<file path="config.mk">
export PLATFORM = sky130hd
export DESIGN_NAME = sc_core
export DESIGN_NICKNAME = d
export VERILOG_FILES = /design/src/rtl/sc_pkg.sv /design/src/rtl/sc_decode.sv /design/src/rtl/sc_regfile.sv /design/src/rtl/sc_pc_unit.sv /design/src/rtl/sc_core.sv
export SDC_FILE = /design/constraint.sdc
export NUM_CORES = 2
export LEC_CHECK = 0
export BUFFER_PORTS_ARGS = -buffer_cell sky130_fd_sc_hd__buf_2
export CAP_MARGIN = 10
export CORE_ASPECT_RATIO = 1.2
export CORE_MARGIN = 10
export CORE_UTILIZATION = 55
export CTS_CLUSTER_DIAMETER = 60
export DETAILED_ROUTE_END_ITERATION = 10
export PLACE_DENSITY_LB_ADDON = 0.08
export SLEW_MARGIN = 20
export SYNTH_ARGS = -nofsm -noshare
export SYNTH_HDL_FRONTEND = slang
export SYNTH_SLANG_ARGS = --single-unit
</file>
<file path="constraint.sdc">
create_clock -name clk_i -period 8.7 [get_ports clk_i]
set_input_delay 0.87 -clock clk_i [delete_from_list [all_inputs] [get_ports clk_i]]
set_output_delay 0.87 -clock clk_i [all_outputs]
set_load 0.02 [all_outputs]
</file>
<file path="src/rtl/sc_pkg.sv">
package sc_pkg;
  localparam logic [5:0] OP_RTYPE = 6'h00;
  localparam logic [5:0] OP_BEQ   = 6'h04;
  localparam logic [5:0] OP_LW    = 6'h23;
  localparam logic [5:0] OP_SW    = 6'h2B;
  localparam logic [5:0] FN_ADD   = 6'h20;

  typedef struct packed {
    logic rf_we;       // register write
    logic wb_from_mem; // write-back source: data port
    logic dst_is_rd;   // destination field [15:11] vs [20:16]
    logic b_is_imm;    // adder operand B: immediate
    logic mem_we;      // store
    logic branch;      // conditional branch
  } ctrl_t;
endpackage

</file>
<file path="src/rtl/sc_decode.sv">
module sc_decode
  import sc_pkg::*;
(
  input  logic [5:0] op_i,
  input  logic [5:0] funct_i,
  output ctrl_t      ctrl_o
);
  always_comb begin
    ctrl_o = '0;
    unique case (op_i)
      OP_RTYPE: if (funct_i == FN_ADD) begin
        ctrl_o.rf_we     = 1'b1;
        ctrl_o.dst_is_rd = 1'b1;
      end
      OP_LW: begin
        ctrl_o.rf_we       = 1'b1;
        ctrl_o.wb_from_mem = 1'b1;
        ctrl_o.b_is_imm    = 1'b1;
      end
      OP_SW: begin
        ctrl_o.mem_we   = 1'b1;
        ctrl_o.b_is_imm = 1'b1;
      end
      OP_BEQ: ctrl_o.branch = 1'b1;
      default: ctrl_o = '0; // undefined: no-op
    endcase
  end
endmodule

</file>
<file path="src/rtl/sc_regfile.sv">
module sc_regfile #(
  parameter int unsigned XLEN = 32,
  parameter int unsigned NREG = 32,
  localparam int unsigned AW  = $clog2(NREG)
) (
  input  logic            clk_i,
  input  logic [AW-1:0]   ra_a_i,
  input  logic [AW-1:0]   ra_b_i,
  output logic [XLEN-1:0] rd_a_o,
  output logic [XLEN-1:0] rd_b_o,
  input  logic            we_i,
  input  logic [AW-1:0]   wa_i,
  input  logic [XLEN-1:0] wd_i
);
  logic [XLEN-1:0] regs [NREG];

  for (genvar g = 0; g < NREG; g++) begin : g_reg
    if (g == 0) begin : g_zero
      assign regs[g] = '0;
    end else begin : g_store
      always_ff @(posedge clk_i) begin
        if (we_i && wa_i == AW'(g)) regs[g] <= wd_i;
      end
    end
  end

  assign rd_a_o = regs[ra_a_i];
  assign rd_b_o = regs[ra_b_i];
endmodule

</file>
<file path="src/rtl/sc_pc_unit.sv">
module sc_pc_unit #(
  parameter int unsigned XLEN       = 32,
  parameter logic [31:0] RESET_ADDR = 32'h0
) (
  input  logic            clk_i,
  input  logic            rst_ni,
  input  logic            take_i,
  input  logic [15:0]     disp_i,
  output logic [XLEN-1:0] pc_o
);
  logic [XLEN-1:0] pc_q, seq_pc, tgt_pc, disp_x4;

  // scale by 4 through wiring
  assign disp_x4 = {{(XLEN-18){disp_i[15]}}, disp_i, 2'b00};
  assign seq_pc  = pc_q + XLEN'(4);
  assign tgt_pc  = seq_pc + disp_x4;

  always_ff @(posedge clk_i or negedge rst_ni) begin
    if (!rst_ni) pc_q <= RESET_ADDR[XLEN-1:0];
    else         pc_q <= take_i ? tgt_pc : seq_pc;
  end

  assign pc_o = pc_q;
endmodule

</file>
<file path="src/rtl/sc_core.sv">
module sc_core
  import sc_pkg::*;
#(
  parameter int unsigned XLEN = 32,
  parameter int unsigned NREG = 32
) (
  input  logic            clk_i,
  input  logic            rst_ni,
  output logic [XLEN-1:0] imem_addr_o,
  input  logic [XLEN-1:0] imem_data_i,
  output logic [XLEN-1:0] dmem_addr_o,
  output logic [XLEN-1:0] dmem_wdata_o,
  output logic            dmem_we_o,
  input  logic [XLEN-1:0] dmem_rdata_i
);
  localparam int unsigned AW = $clog2(NREG);

  ctrl_t           ctrl;
  logic [AW-1:0]   rs_idx, rt_idx, rd_idx, wa;
  logic [XLEN-1:0] rs_data, rt_data, imm_ext, opnd_b, sum, wb_data;
  logic            rf_we, take;

  assign rs_idx = imem_data_i[21+AW-1:21];
  assign rt_idx = imem_data_i[16+AW-1:16];
  assign rd_idx = imem_data_i[11+AW-1:11];

  sc_decode u_dec (
    .op_i    (imem_data_i[31:26]),
    .funct_i (imem_data_i[5:0]),
    .ctrl_o  (ctrl)
  );

  sc_regfile #(.XLEN(XLEN), .NREG(NREG)) u_rf (
    .clk_i  (clk_i),
    .ra_a_i (rs_idx),
    .ra_b_i (rt_idx),
    .rd_a_o (rs_data),
    .rd_b_o (rt_data),
    .we_i   (rf_we),
    .wa_i   (wa),
    .wd_i   (wb_data)
  );

  // main adder
  assign imm_ext = {{(XLEN-16){imem_data_i[15]}}, imem_data_i[15:0]};
  assign opnd_b  = ctrl.b_is_imm ? imm_ext : rt_data;
  assign sum     = rs_data + opnd_b;

  assign wa      = ctrl.dst_is_rd ? rd_idx : rt_idx;
  assign wb_data = ctrl.wb_from_mem ? dmem_rdata_i : sum;
  assign rf_we   = ctrl.rf_we & rst_ni;

  assign take = ctrl.branch & (rs_data == rt_data);

  sc_pc_unit #(.XLEN(XLEN)) u_pc (
    .clk_i  (clk_i),
    .rst_ni (rst_ni),
    .take_i (take),
    .disp_i (imem_data_i[15:0]),
    .pc_o   (imem_addr_o)
  );

  assign dmem_addr_o  = sum;
  assign dmem_wdata_o = rt_data;
  assign dmem_we_o    = ctrl.mem_we & rst_ni;
endmodule

</file>
; ---- After elaboration in Yosys (flattened, before gate mapping)
; Cells that the tools add are included.
[totals]
wordCells = 128
input_bits = 66
reg_bits = 1024
[op_classes]
muxes = 17
n_bitwise = 5
n_eq_ne = 36
reduce_logical = 33
addsub = 3
magnitude_cmp = 2
[op_table]
columns = operator, n
row1 = $bmux W32 S5, 2
row2 = $mux W32, 7
row3 = $eq A5 B5 Y1 const B, 16
row4 = $add A32 B32 Y32, 2
row5 = $eq A5 B4 Y1 const B, 8
row6 = $add A32 B3 Y32 const B, 1
row7 = $eq A32 B32 Y1, 1
row8 = $logic_and A1 B1 Y1, 31
row9 = $eq A5 B3 Y1 const B, 4
row10 = $eq A6 B6 Y1 const B, 3
row11 = $ge A6 B6 Y1 const B, 2
row12 = $not A5 Y6, 2
row13 = $eq A5 B2 Y1 const B, 2
row14 = $eq A6 B3 Y1 const B, 1
row15 = $logic_not A6 Y1, 1
row16 = $mux W1, 6
row17 = $eq A5 B1 Y1 const B, 1
row18 = $mux W5, 1
row19 = $and A1 B1 Y1, 3
row20 = $pmux W1 S2, 1
row21 = $reduce_or A2 Y1, 1

; ---- Depth between registers and ports, before layout
[depth]
ltp_word = 7
depth_mapped = 24

; ---- Modules after synthesis
; A second synthesis with hierarchy kept.
[unflattened]
cells_unflattened = 3314
area_unflattened_um2 = 52600.4
[by_module_without_submodules]
columns = module, seq_area_each_um2, instances, cells_per_inst, area_per_inst_um2
row1 = sc_regfile, 29788.6, 1, 2452, 46115.5
row2 = sc_pc_unit, 750.7, 1, 422, 3319.4
row3 = sc_core, 0.0, 1, 428, 3096.7
row4 = sc_decode, 0.0, 1, 12, 68.8

; ---- Least setup slack after synthesis
; Ideal clock, no wire load.
[synth_path]
kind = input to register
from = input port imem_data_i[17]
to = register u_rf.regs[124] (netlist name), data pin
path_buffers = 5
path_slack_ns = 1.787
required_ns = 8.241
t_arrival_ns = 6.454
stages = 22
path_cell_list = buf_2 buf_2 buf_2 buf_2 buf_1 mux4_2 nand2_1 o31ai_1 nor2_1 nor2_1 ha_1 fa_1 a21o_1 a21oi_1 o211a_1 o21ai_0 nand2_1 a21oi_1 o41ai_1 a21boi_0 o21a_1 o31ai_1
[synth_via]
elab_chain_len = 7
[synth_rtl]
columns = item, line_no
row1 = "start, declared", sc_core.sv:10  ; input logic [XLEN-1:0] imem_data_i,
row2 = $not A5 Y6 (not written as such), sc_regfile.sv:28  ; assign rd_b_o = regs[ra_b_i];
row3 = $bmux W32 S5, sc_regfile.sv:28
row4 = $mux W32 (not written as such) (2 in a row), sc_regfile.sv:28
row5 = net dmem_wdata_o[0], sc_core.sv:12  ; output logic [XLEN-1:0] dmem_wdata_o,
row6 = $mux W32, sc_core.sv:46  ; assign opnd_b = ctrl.b_is_imm ? imm_ext : rt_data;
row7 = $add A32 B32 Y32, sc_core.sv:47  ; assign sum = rs_data + opnd_b;
row8 = $mux W32, sc_core.sv:50  ; assign wb_data = ctrl.wb_from_mem ? dmem_rdata_i : sum;
row9 = net u_rf.wd_i[28], sc_regfile.sv:13  ; input logic [XLEN-1:0] wd_i
row10 = "end signal, assigned by index", sc_regfile.sv:22  ; if (we_i && wa_i == AW'(g)) regs[g] <= wd_i;
row11 = "end, declared", sc_regfile.sv:15  ; logic [XLEN-1:0] regs [NREG];
; The timed path passes the listed nets, and every way through them passes these cells. The select of a mux whose other input is x is not followed.
; A chain may end at the register's enable or synchronous reset.

; ---- Final worst setup path
[layout_path]
from = input port imem_data_i[16]
to = output port dmem_addr_o[31]
[layout_via]
elab_chain_len = 6
[layout_rtl]
columns = item, line_no
row1 = $not A5 Y6 (not written as such), sc_regfile.sv:28
row2 = $bmux W32 S5, sc_regfile.sv:28
row3 = $mux W32 (not written as such) (2 in a row), sc_regfile.sv:28
row4 = $mux W32, sc_core.sv:46
row5 = $add A32 B32 Y32, sc_core.sv:47
row6 = "end, declared", sc_core.sv:11  ; output logic [XLEN-1:0] dmem_addr_o,
; Every way passes these cells. The select of a mux whose other input is x is not followed.

==> results summary <==
The critical path goes through buf_8, buf_4, mux4_2, nor2b_1, o41ai_1, buf_4, nor2_1, a21oi_1, ha_1, a21o_1, a21o_1, a21oi_1, o211ai_1, a31oi_1, nor2_1, a221oi_1, xnor2_1, buf_2. The power density over the cells is 223 nW/um^2. IR analysis of the VDD net gives a maximum drop of 0.000207 V. The count of endpoints failing hold in the final timing report is 0.

Across all layers, the routed design uses 34400 vias. At the pin with the least slew margin, the transition time is 1.28 ns. The setup TNS after final layout came out at 0 ns. The width of the die came out at 301 um.

The number of antenna diodes came out at 0. The final-stage net count came out at 3538. The post-detailed-placement half-perimeter wirelength is 114000 um.

The hold buffer count at cts is 0. The detail-routed net length per standard cell is 38.3 um. In this run the standard cell core region covers 93900 um^2. The length of the first detailed-routing pass in iterations came out at 8.

The number of design-rule violations left by the first detailed-router iteration came out at 5007. The leakage component of the power is 20.0 nW. The congestion estimate from routability-driven global placement came to 1.01. On the final layout, the worst hold slack is 0.366 ns. Sorting the synthesized cells by area gives the leading types as sky130_fd_sc_hd__edfxtp_1 57%, sky130_fd_sc_hd__mux4_2 19%, sky130_fd_sc_hd__mux2_2 2.2%, sky130_fd_sc_hd__mux2i_1 2.2%, sky130_fd_sc_hd__nand2_1 1.5%. The initial antenna violation count came out at 6.

The critical path capture point type is an output pin. In this run the critical register-to-register path is launched from u_rf.regs[64]$_DFFE_PP_. For this run, the leading register cell type out of synthesis is sky130_fd_sc_hd__edfxtp_1. The share of layout cells above drive strength 1 came out at 0.308. The CTS tree is yes. The number of port buffers is 160. The endpoint identified for the worst register-to-register timing path is u_rf.regs[730]$_DFFE_PP_. The final antenna-violating net count is 0.

Once the clock tree was built, the resizer swapped 0 gates to a different size. In this run the worst path has a maximum fanout of 72. The largest single stage delay on the critical path is 1.07 ns. Setup violations remaining at the end of the flow were counted as 0. met2 is the most crowded layer. The normalized max-slew margin is 0.137. The total area of sequential cells came out at 30500 um^2. The number of enable flip-flop cells after synthesis is 992.

The final worst-path cycle share is 0.870. The area fraction of the dominant cell type after synthesis is 0.571. The layout overhead on the synthesized area came out at 11.8%. The number of global-route vias before repair is 34600. After synthesis the cells add up to 52100 um^2. After detailed routing, the total wire length is 182000 um. The insertion delay of the later-clocked pin in the worst-skew pair came out at 0.69 ns. The H-tree level count came out at 3. The setup path with the least slack is of type in2out. The max-slew violation count is 0. The register-to-register setup slack came out at 2.75 ns.

The overflow left after global routing came out at 0. The maximum number of pins on one net before global-route repair is 83. The residual DRC count is 0. The largest individual stage delay along the critical path comes from the cell sky130_fd_sc_hd__o41ai_1.

The number of max-cap violations came out at 0. The worst path required time is 7.83 ns. The flow ran to the end, and the final reports show no timing, DRC or antenna violations. The worst clock skew is 0.0361 ns.

For this run, the total global-route usage over all layers was measured as 0.334. The utilization of the core after routing is 0.621. After synthesis, the most frequently instantiated cells are 992 x sky130_fd_sc_hd__edfxtp_1, 435 x sky130_fd_sc_hd__mux4_2, 215 x sky130_fd_sc_hd__nand2_1, 179 x sky130_fd_sc_hd__nor2_1, 141 x sky130_fd_sc_hd__a21oi_1.

The global-route met2 utilization came out at 0.516. The maximum frequency from static timing analysis came out at 132 MHz. The largest total area in the synthesized netlist belongs to sky130_fd_sc_hd__edfxtp_1. The met3 track demand over resource came out at 0.0863.

The area of combinational cells with multiple inputs is 20500 um^2. Setup repair after global routing left no endpoint under its margin. The worst register-to-register path has a depth of 16. The cell sitting at the root of the clock tree is a sky130_fd_sc_hd__clkbuf_16. The share of flip-flops with an asynchronous set or reset is 0.0294. The average cell area after synthesis came out at 16.2 um^2. The number of top-level design ports came out at 163. The worst setup path is launched from a primary input.

After layout, the minimum clock period comes to 7.57 ns. The number of buffers inserted during clock tree synthesis came out at 106. The count of fill cells added during filler insertion came out at 6919.

The min-delay analysis places its worst path in the category in2async. The detailed-route vias per instance is 7.26. The most common cell in the netlist is sky130_fd_sc_hd__edfxtp_1. The unique cell type count in the Yosys netlist is 75.

Of the synthesized area, sequential elements account for 0.586. The wire length of the first global-routing pass came out at 254000 um. The Yosys step of the flow raised 0 warnings. Counting flops and latches in the post-synthesis netlist gives 1022. The floorplan die area came out at 108000 um^2.

The global-route track usage on met1 came out at 0.441. The die span in y is 357 um. The number of clock sinks seen by CTS came out at 1022.

The number of standard cells after synthesis came out at 3224. The clock edge transition at the registers on the reported setup and hold paths came out at 0.06 ns. The number of setup buffers added after CTS is 0. Data arrives at the worst endpoint at 6.70 ns. The initial standard-cell utilization of the core came out at 0.555. The number of cell rows is 123. The deepest clock path buffer count came out at 3.
[through the flow]
step / setup WS, ns / power (mW) / area [um^2] / instances
after detailed placement: 1.38 / 8.39 / 54800 / 4551
after CTS: 1.39 / 13.0 / 58300 / 4742
final: 1.13 / 13.0 / 58300 / 4742
after floorplan: 1.79 / 7.48 / 52100 / 3225
after global placement: 1.40 / 8.32 / 54700 / 4546
after global routing: 0.983 / 13.3 / 58300 / 4742
[area by class of cell]
type	count	area share
sequential	1022	0.524
clock inverter	61	0.0123
multi-input combinational	1946	0.351
clock buffer	130	0.0474
tap	1250	0.0268
inverter	38	0.00245
timing repair buffer	295	0.0354
[power breakdown]
group	total, mW	switching (mW)	internal (mW)
clock	4.65	1.95	2.70
sequential	6.07	0.00131	6.07
combinational	2.28	1.68	0.598
total	13.0	3.63	9.37
[worst max path at each step]
stage | from | endpoint | slack (ns) | depth (start not counted)
3_3_place_gp | imem_data_i[16] | dmem_addr_o[28] | 1.40 | 21
4_1_cts | imem_data_i[16] | dmem_addr_o[31] | 1.39 | 18
2_1_floorplan | imem_data_i[17] | u_rf.regs[124]$_DFFE_PP_ | 1.79 | 22
3_5_place_dp | imem_data_i[16] | dmem_addr_o[31] | 1.38 | 18
6_report | imem_data_i[16] | dmem_addr_o[31] | 1.13 | 18
5_1_grt | imem_data_i[16] | dmem_addr_o[28] | 0.98 | 19
[worst max-delay path, delay by kind of cell]
family | cells | cell delay [ns]
AND/OR/NAND/NOR | 3 | 0.22
AO/OA/AOI/OAI | 8 | 2.97
adder cells (fa/ha/maj) | 1 | 0.32
buffers and inverters | 4 | 1.59
XOR/XNOR | 1 | 0.28
multiplexers | 1 | 0.30
[layout by cell type, fill, tap and decap left out, types with 53 or more instances in the layout]
| cell type | count |
|---|---|
| sky130_fd_sc_hd__ha_1 | 61 |
| sky130_fd_sc_hd__a22oi_1 | 73 |
| sky130_fd_sc_hd__nor2_1 | 147 |
| sky130_fd_sc_hd__mux4_2 | 435 |
| sky130_fd_sc_hd__buf_2 | 154 |
| sky130_fd_sc_hd__o21ai_0 | 53 |
| sky130_fd_sc_hd__a21oi_1 | 141 |
| sky130_fd_sc_hd__clkbuf_16 | 107 |
| sky130_fd_sc_hd__mux2i_1 | 113 |
| sky130_fd_sc_hd__nand2_1 | 214 |
| sky130_fd_sc_hd__edfxtp_1 | 992 |
| sky130_fd_sc_hd__mux2_2 | 101 |
| sky130_fd_sc_hd__buf_4 | 121 |
| sky130_fd_sc_hd__xnor2_1 | 58 |
[cells by family (layout without fill, tap and decap cells)]
group,after synthesis,count (layout),share of synthesized area
AOI/OAI and AO/OA,529,529,0.0695
xor gates and xnor gates,110,110,0.0185
adders and majority gates,63,63,0.0154
buffers and inverters,257,524,0.0271
DFF,1022,1022,0.586
muxes,655,655,0.233
other,1,2,0.0000719
and+or+nand+nor,587,587,0.0506
[registers in the layout, summed over array words and instances, names as in the netlist]
signal,count
u_rf.regs,992
u_pc.pc_o,30
[layer usage]
| layer | routed length (um) | vias up |
|---|---|---|
| met5 | 13 | - |
| met4 | 9820 | 2 |
| met3 | 23500 | 512 |
| met2 | 83600 | 2582 |
| met1 | 64700 | 17800 |
| li1 | - | 13600 |
Note: power is estimated with default switching activity, not from simulation.
